### config.mk
export PLATFORM = sky130hd
export DESIGN_NAME = cic_interp6
export DESIGN_NICKNAME = d
export VERILOG_FILES = /design/src/rtl/cic_interp_pkg.sv /design/src/rtl/cic_rate_ctrl.sv /design/src/rtl/cic_comb_chain.sv /design/src/rtl/cic_integ_chain.sv /design/src/rtl/cic_gain_corr.sv /design/src/rtl/cic_interp6.sv
export SDC_FILE = /design/constraint.sdc
export NUM_CORES = 2
export LEC_CHECK = 0
export CAP_MARGIN = 0
export CORE_UTILIZATION = 40
export CTS_CLUSTER_SIZE = 14
export DETAILED_ROUTE_END_ITERATION = 8
export DONT_BUFFER_PORTS = 1
export GPL_TIMING_DRIVEN = 1
export SYNTH_ARGS = -nofsm -noshare
export SYNTH_HDL_FRONTEND = slang
export SYNTH_SLANG_ARGS = --single-unit
### constraint.sdc
create_clock -name clk -period 18.45 [get_ports clk]
set_input_delay 0.9225 -clock clk [delete_from_list [all_inputs] [get_ports clk]]
set_output_delay 0.9225 -clock clk [all_outputs]
set_load 0.005 [all_outputs]
### src/rtl/cic_interp_pkg.sv
package cic_interp_pkg;
  localparam int SAMPLE_W   = 16;
  localparam int SECTIONS   = 6;
  localparam int STAGE_GROW = 16;
  localparam int ACC_W      = SAMPLE_W + SECTIONS * STAGE_GROW;
  localparam int CODE_W     = 3;
  localparam int COEF_W     = 16;
  localparam int COEF_FRAC  = 14;
  localparam int RATIO_MAX  = 50000;
  localparam int CNT_W      = $clog2(RATIO_MAX + 1);
  localparam int SH_W       = 7;

  // Upsampling factor per code; 0 means bypass.
  function automatic int unsigned ratio_of(input logic [CODE_W-1:0] code);
    case (code)
      3'd1:    return 5;
      3'd2:    return 50;
      3'd3:    return 500;
      3'd6:    return 5000;
      3'd7:    return 50000;
      default: return 0;
    endcase
  endfunction

  // Smallest s with 2^s >= R^5 (filter DC gain brought to at most 1).
  function automatic logic [SH_W-1:0] shift_of(input logic [CODE_W-1:0] code);
    case (code)
      3'd1:    return SH_W'(12);
      3'd2:    return SH_W'(29);
      3'd3:    return SH_W'(45);
      3'd6:    return SH_W'(62);
      3'd7:    return SH_W'(79);
      default: return SH_W'(0);
    endcase
  endfunction

  // Arithmetic shift of the wide accumulator, keep the sample-width low part.
  function automatic logic signed [SAMPLE_W-1:0] trim(
    input logic signed [ACC_W-1:0] v, input logic [SH_W-1:0] sh);
    logic signed [ACC_W-1:0] t;
    t = v >>> sh;
    return t[SAMPLE_W-1:0];
  endfunction

  // Multiply by a signed fixed-point coefficient, round half up, saturate.
  function automatic logic signed [SAMPLE_W-1:0] scale_sat(
    input logic signed [SAMPLE_W-1:0] x, input logic signed [COEF_W-1:0] c);
    logic signed [SAMPLE_W+COEF_W:0] p;
    p = (SAMPLE_W+COEF_W+1)'(x) * (SAMPLE_W+COEF_W+1)'(c);
    p = p + ((SAMPLE_W+COEF_W+1)'(1) <<< (COEF_FRAC - 1));
    p = p >>> COEF_FRAC;
    if (p > (SAMPLE_W+COEF_W+1)'((2 ** (SAMPLE_W-1)) - 1))
      return {1'b0, {(SAMPLE_W-1){1'b1}}};
    if (p < -(SAMPLE_W+COEF_W+1)'(2 ** (SAMPLE_W-1)))
      return {1'b1, {(SAMPLE_W-1){1'b0}}};
    return p[SAMPLE_W-1:0];
  endfunction
endpackage

### src/rtl/cic_rate_ctrl.sv
module cic_rate_ctrl
  import cic_interp_pkg::*;
#(
  parameter int CW   = CODE_W,
  parameter int CTRW = CNT_W
) (
  input  logic          clk,
  input  logic          clr,
  input  logic [CW-1:0] ratio_sel,
  input  logic          in_valid,
  output logic [CW-1:0] active_code,
  output logic          bypass,
  output logic          accept,
  output logic          strobe,
  output logic          first_strobe
);
  logic [CW-1:0]   code_q;
  logic            busy_q;
  logic            first_q;
  logic [CTRW-1:0] cnt_q;
  logic [CTRW-1:0] ratio;
  logic            last_strobe;

  assign ratio        = CTRW'(ratio_of(code_q));
  assign bypass       = (ratio == '0);
  assign last_strobe  = busy_q && (cnt_q == CTRW'(1));
  assign accept       = in_valid && !bypass && (!busy_q || last_strobe);
  assign strobe       = busy_q;
  assign first_strobe = busy_q && first_q;
  assign active_code  = code_q;

  always_ff @(posedge clk) begin
    if (clr) begin
      code_q  <= ratio_sel;
      busy_q  <= 1'b0;
      first_q <= 1'b0;
      cnt_q   <= '0;
    end else begin
      first_q <= accept;
      if (accept) begin
        busy_q <= 1'b1;
        cnt_q  <= ratio;
      end else if (last_strobe) begin
        busy_q <= 1'b0;
        cnt_q  <= '0;
      end else if (busy_q) begin
        cnt_q <= cnt_q - CTRW'(1);
      end
    end
  end

  // code only moves while cleared
  assert_code_frozen_R7: assert property (@(posedge clk) disable iff (clr)
    1'b1 |=> $stable(code_q));
  // a burst opens with the full ratio loaded in the counter
  assert_burst_load_R2: assert property (@(posedge clk) disable iff (clr)
    first_q |-> (busy_q && cnt_q == ratio));
  // mid-burst samples never open a burst
  assert_mid_ignored_R5: assert property (@(posedge clk) disable iff (clr)
    (in_valid && busy_q && !last_strobe) |=> !first_q);
  // a burst is not cut short
  assert_burst_hold_R2: assert property (@(posedge clk) disable iff (clr)
    (busy_q && !last_strobe) |=> busy_q);
endmodule

### src/rtl/cic_comb_chain.sv
module cic_comb_chain
  import cic_interp_pkg::*;
#(
  parameter int DW = SAMPLE_W,
  parameter int AW = ACC_W,
  parameter int NS = SECTIONS
) (
  input  logic                 clk,
  input  logic                 clr,
  input  logic                 accept,
  input  logic signed [DW-1:0] in_data,
  output logic signed [AW-1:0] comb_q
);
  logic signed [AW-1:0] ext;
  assign ext = {{(AW-DW){in_data[DW-1]}}, in_data};

  for (genvar k = 0; k < NS; k++) begin : g_comb
    logic signed [AW-1:0] src;
    logic signed [AW-1:0] dly_q;
    logic signed [AW-1:0] diff;
    if (k == 0) begin : g_head
      assign src = ext;
    end else begin : g_tail
      assign src = g_comb[k-1].diff;
    end
    assign diff = src - dly_q;
    always_ff @(posedge clk) begin
      if (clr)         dly_q <= '0;
      else if (accept) dly_q <= src;
    end
  end

  always_ff @(posedge clk) begin
    if (clr)         comb_q <= '0;
    else if (accept) comb_q <= g_comb[NS-1].diff;
  end

  // comb result moves only on an accepted sample
  assert_comb_hold_R5: assert property (@(posedge clk) disable iff (clr)
    !accept |=> $stable(comb_q));
endmodule

### src/rtl/cic_integ_chain.sv
module cic_integ_chain
  import cic_interp_pkg::*;
#(
  parameter int DW = SAMPLE_W,
  parameter int AW = ACC_W,
  parameter int NS = SECTIONS,
  parameter int CW = CODE_W
) (
  input  logic                 clk,
  input  logic                 clr,
  input  logic                 strobe,
  input  logic                 first_strobe,
  input  logic                 bypass,
  input  logic [CW-1:0]        code,
  input  logic signed [AW-1:0] comb_q,
  input  logic signed [DW-1:0] in_data,
  input  logic                 in_valid,
  output logic signed [DW-1:0] raw_d,
  output logic                 raw_v
);
  logic signed [AW-1:0] stuffed;
  logic [SH_W-1:0]      sh;

  assign stuffed = first_strobe ? comb_q : '0;
  assign sh      = shift_of(code);

  for (genvar k = 0; k < NS; k++) begin : g_int
    logic signed [AW-1:0] acc_q;
    logic signed [AW-1:0] sum;
    if (k == 0) begin : g_head
      assign sum = acc_q + stuffed;
    end else begin : g_tail
      assign sum = acc_q + g_int[k-1].sum;
    end
    always_ff @(posedge clk) begin
      if (clr)         acc_q <= '0;
      else if (strobe) acc_q <= sum;
    end
  end

  always_ff @(posedge clk) begin
    if (clr) begin
      raw_d <= '0;
      raw_v <= 1'b0;
    end else if (bypass) begin
      raw_d <= in_data;
      raw_v <= in_valid;
    end else begin
      raw_d <= strobe ? trim(g_int[NS-1].sum, sh) : raw_d;
      raw_v <= strobe;
    end
  end

  // bypass forwards each sample one clock later
  assert_bypass_follow_R4: assert property (@(posedge clk) disable iff (clr)
    (bypass && in_valid) |=> (raw_v && raw_d == $past(in_data)));
  // no strobe leaves the filter outside a burst
  assert_idle_silent_R2: assert property (@(posedge clk) disable iff (clr)
    (!bypass && !strobe) |=> !raw_v);
endmodule

### src/rtl/cic_gain_corr.sv
module cic_gain_corr
  import cic_interp_pkg::*;
#(
  parameter int DW = SAMPLE_W,
  parameter int KW = COEF_W
) (
  input  logic                 clk,
  input  logic                 clr,
  input  logic                 en,
  input  logic signed [KW-1:0] coef,
  input  logic signed [DW-1:0] in_d,
  input  logic                 in_v,
  output logic signed [DW-1:0] out_d,
  output logic                 out_v
);
  logic signed [DW-1:0] scaled;
  assign scaled = scale_sat(in_d, coef);

  always_ff @(posedge clk) begin
    if (clr) begin
      out_d <= '0;
      out_v <= 1'b0;
    end else begin
      out_v <= in_v;
      if (in_v) out_d <= en ? scaled : in_d;
    end
  end

  // disabled correction is a pure register
  assert_passthru_R8: assert property (@(posedge clk) disable iff (clr)
    (!en && in_v) |=> (out_v && out_d == $past(in_d)));
  // unity coefficient (0x4000) leaves the value unchanged
  assert_unity_R8: assert property (@(posedge clk) disable iff (clr)
    (en && in_v && coef == KW'(16'sh4000)) |=> (out_d == $past(in_d)));
endmodule

### src/rtl/cic_interp6.sv
module cic_interp6
  import cic_interp_pkg::*;
#(
  parameter int DW = SAMPLE_W,
  parameter int KW = COEF_W,
  parameter int CW = CODE_W
) (
  input  logic          clk,
  input  logic          rst,
  input  logic          suspend,
  input  logic [CW-1:0] ratio_sel,
  input  logic          corr_en,
  input  logic [KW-1:0] corr_coef,
  input  logic [DW-1:0] in_data,
  input  logic          in_valid,
  output logic [DW-1:0] out_data,
  output logic          out_valid
);
  logic                 clr;
  logic [CW-1:0]        active_code;
  logic                 bypass, accept, strobe, first_strobe;
  logic signed [ACC_W-1:0] comb_q;
  logic signed [DW-1:0] raw_d;
  logic                 raw_v;
  logic signed [DW-1:0] out_s;

  assign clr = rst || suspend;

  cic_rate_ctrl #(.CW(CW), .CTRW(CNT_W)) u_ctrl (
    .clk(clk), .clr(clr), .ratio_sel(ratio_sel), .in_valid(in_valid),
    .active_code(active_code), .bypass(bypass), .accept(accept),
    .strobe(strobe), .first_strobe(first_strobe)
  );

  cic_comb_chain #(.DW(DW), .AW(ACC_W), .NS(SECTIONS)) u_comb (
    .clk(clk), .clr(clr), .accept(accept), .in_data(in_data), .comb_q(comb_q)
  );

  cic_integ_chain #(.DW(DW), .AW(ACC_W), .NS(SECTIONS), .CW(CW)) u_integ (
    .clk(clk), .clr(clr), .strobe(strobe), .first_strobe(first_strobe),
    .bypass(bypass), .code(active_code), .comb_q(comb_q),
    .in_data(in_data), .in_valid(in_valid), .raw_d(raw_d), .raw_v(raw_v)
  );

  cic_gain_corr #(.DW(DW), .KW(KW)) u_corr (
    .clk(clk), .clr(clr), .en(corr_en), .coef(corr_coef),
    .in_d(raw_d), .in_v(raw_v), .out_d(out_s), .out_v(out_valid)
  );

  assign out_data = out_s;

  // reset leaves the output quiet
  assert_reset_quiet_R1: assert property (@(posedge clk)
    rst |=> (!out_valid && out_data == '0));
  // suspend clears the output stage
  assert_suspend_quiet_R6: assert property (@(posedge clk) disable iff (rst)
    suspend |=> (!out_valid && out_data == '0));
endmodule

==> flow_summary.ini <==
[sta]
finalHoldViolCount = 0
min_period_ns = 17.17
finalSetupViolations = 0
final_max_slew_viol_count = 0
max_freq_ghz = 0.0583
fin_worst_skew_ns = 0.0419
rsz0062_at_grt = false
tightest_slew_ns = 1.30
tns_ns = 0
post-route-period-util_pct = 93.0
max-slew-margin-rel_pct = 12.7

[synthesis]
synth-seq-cells = 1118
seq_area_frac_synth_pct = 21.2
syn_inst = 13900
synth_edf_count = 3
synth.distinct_cells = 87
synth_most_common_cell = nand2_1
async_reset_ff_share_pct = 0
synth_top_flop_cell = dfxtp_1
synth_warnings = 0
yosys.area.top_type = dfxtp_1
ys_top_cells_by_count = nand2_1 (1683), a21oi_1 (1585), dfxtp_1 (1115), nor2_1 (1115), ha_1 (1064)
synth_top_area_share_pct = 21.1
syn_nets = 15300
netlist_top_cells_area = dfxtp_1 (21%), ha_1 (13%), a21oi_1 (7.5%)
syn_area_mm2 = 0.106
syn_area_per_cell_um2 = 7.62

[detailed_routing]
route.vias.total = 93500
routed_wl_mm = 307
viasPerCell = 5.51
dr.pass1.iters = 6
postRouteAntennaNets = 0
drc = 0
wl_per_cell_um = 18.1
drt_iter0_drc = 6618

[cts]
clkLatencyLatePin_ns = 0.84
cts_buffer_depth = 4
cts_tree = yes
clkTransAtPathRegs_ns = 0.06
cts-root-buf = clkbuf_16
htreeDepth = 4
clock_sinks = 1118
cts_setup_buffers = 0
cts_made_buffers = 155

[worst_setup_path]
cp.required_ns = 19.15
cp_num_buf_inv = 3
cp.arrival_ns = 17.86
crit_path_end_kind = register
crit_path_top_delay_cell = dfxtp_4
cp_slowest_stage_delay_ns = 0.61
cpMostUsedCell = a21oi_1
path_class = register to register
path_delay_family = compound AO/OA/AOI/OAI gates
crit_fanout = 42
cp-start-kind = register

[placement]
io_buffer_count = 0
dp_hpwl_mm = 237
gp_congestion = 0.964
post-place-cells = 16700

[cells_and_area]
drive_gt1_share_pct = 3.06
ff_latch_area_mm2 = 0.0224
nFillCells = 27000
synthToLayoutAreaGrowth_pct = 7.00
multiInputGateArea_mm2 = 0.0767
final_nets = 14800
final_cells = 17000

[flow_run]
max-cap-violations = 0

[grt]
grt_pass1_vias = 90000
grt_max_degree = 238
antenna_found_initial = 15
track_usage_pct = 22.3
gr-total-overflow = 0
grt_pass1_wl_mm = 488

[hold_path]
hp-class = input pin to register

[floorplan]
rows = 188
boundaryPins = 57
die_w_um = 516
die_area_mm2 = 0.266
core_mm2 = 0.263
die_h_um = 516
start_util_pct = 40.2

[status]
status = finished, final reports clean
-- placed cells by master, fill, tap and decap left out, drive strengths merged, types with 127 or more instances in the layout --
cell and instances:
nand2 1683, a21oi 1586, dfxtp 1115, nor2 1115, ha 1064, inv 999
a21o 720, o21ai 695, xnor2 622, mux2i 483, xor2 335, fa 312
o21bai 224, nand4 223, clkbuf 208, and3 176, nand3 161, and2 149
a31oi 132, nor2b 127
-- final timing paths --
path / slack (ns) / depth (start not counted) / endpoint / start
max: 1.28 / 70 / u_integ.raw_d[4] / u_ctrl.strobe
min: 0.21 / 0 / u_ctrl.active_code[1] / ratio_sel[1]
max reg2reg: 1.28 / 70 / u_integ.raw_d[4] / u_ctrl.strobe
min reg2reg: 0.44 / 2 / u_comb.comb_q[73] / u_comb.comb_q[73]
-- state kept, by name (all words and copies together), names as in the netlist --
signal and count:
u_ctrl.cnt_q 16, u_corr.out_v 1, u_corr.out_d 16, u_integ.g_int.acc_q 570
u_integ.raw_v 1, u_ctrl.active_code 3, u_integ.raw_d 16, u_comb.comb_q 95
u_ctrl.strobe 1, u_comb.g_comb.dly_q 398, u_ctrl.first_q 1
-- metrics by stage --
stage	utilization (%)	setup WS [ns]	hold WS (ns)	cell area (µm²)
after CTS	43.0	1.18	0.158	113000
after global routing	43.0	0.0448	0.181	113000
after global placement	41.1	0.461	0.430	108000
after floorplan	-	2.72	0.417	106000
final	43.0	1.28	0.213	113000
after detailed placement	41.1	1.24	0.442	108000
-- routing by layer --
| metal | part of all wire (%) | track usage (%) |
|---|---|---|
| met5 | 0 | 0 |
| met4 | 4.2 | 9.00 |
| met3 | 4.4 | 2.28 |
| met2 | 45 | 37.4 |
| met1 | 46 | 29.2 |
-- cells by family after synthesis --
logic type               Yosys count  synth area share (%)
AO/OA/AOI/OAI                   4121                  24.3
AND/OR/NAND/NOR                 4058                  17.2
buffers and inverters           1747                  6.22
adder cells (fa/ha/maj)         1376                  18.5
flip-flops                      1118                  21.2
XOR/XNOR                         957                  7.94
multiplexers                     485                  4.60
-- what timing repair did --
action / 4_1_cts / 5_1_grt
hold buffers: 0 / 0
endpoints found under the setup margin: 0 / 11
gates resized for setup: 0 / 7
-- cell type report --
type                       count  share of cell area [%]
inverter                     999                    3.33
timing repair buffer          73                   0.543
sequential                  1118                    19.8
tap                         3515                    3.89
antenna                        9                  0.0199
multi-input combinational  11000                    67.9
clock buffer                 208                    3.89
clock inverter                55                   0.586
Power is not shown: default switching activity piles up to over one toggle a cycle in this logic, so the estimate is an artifact.
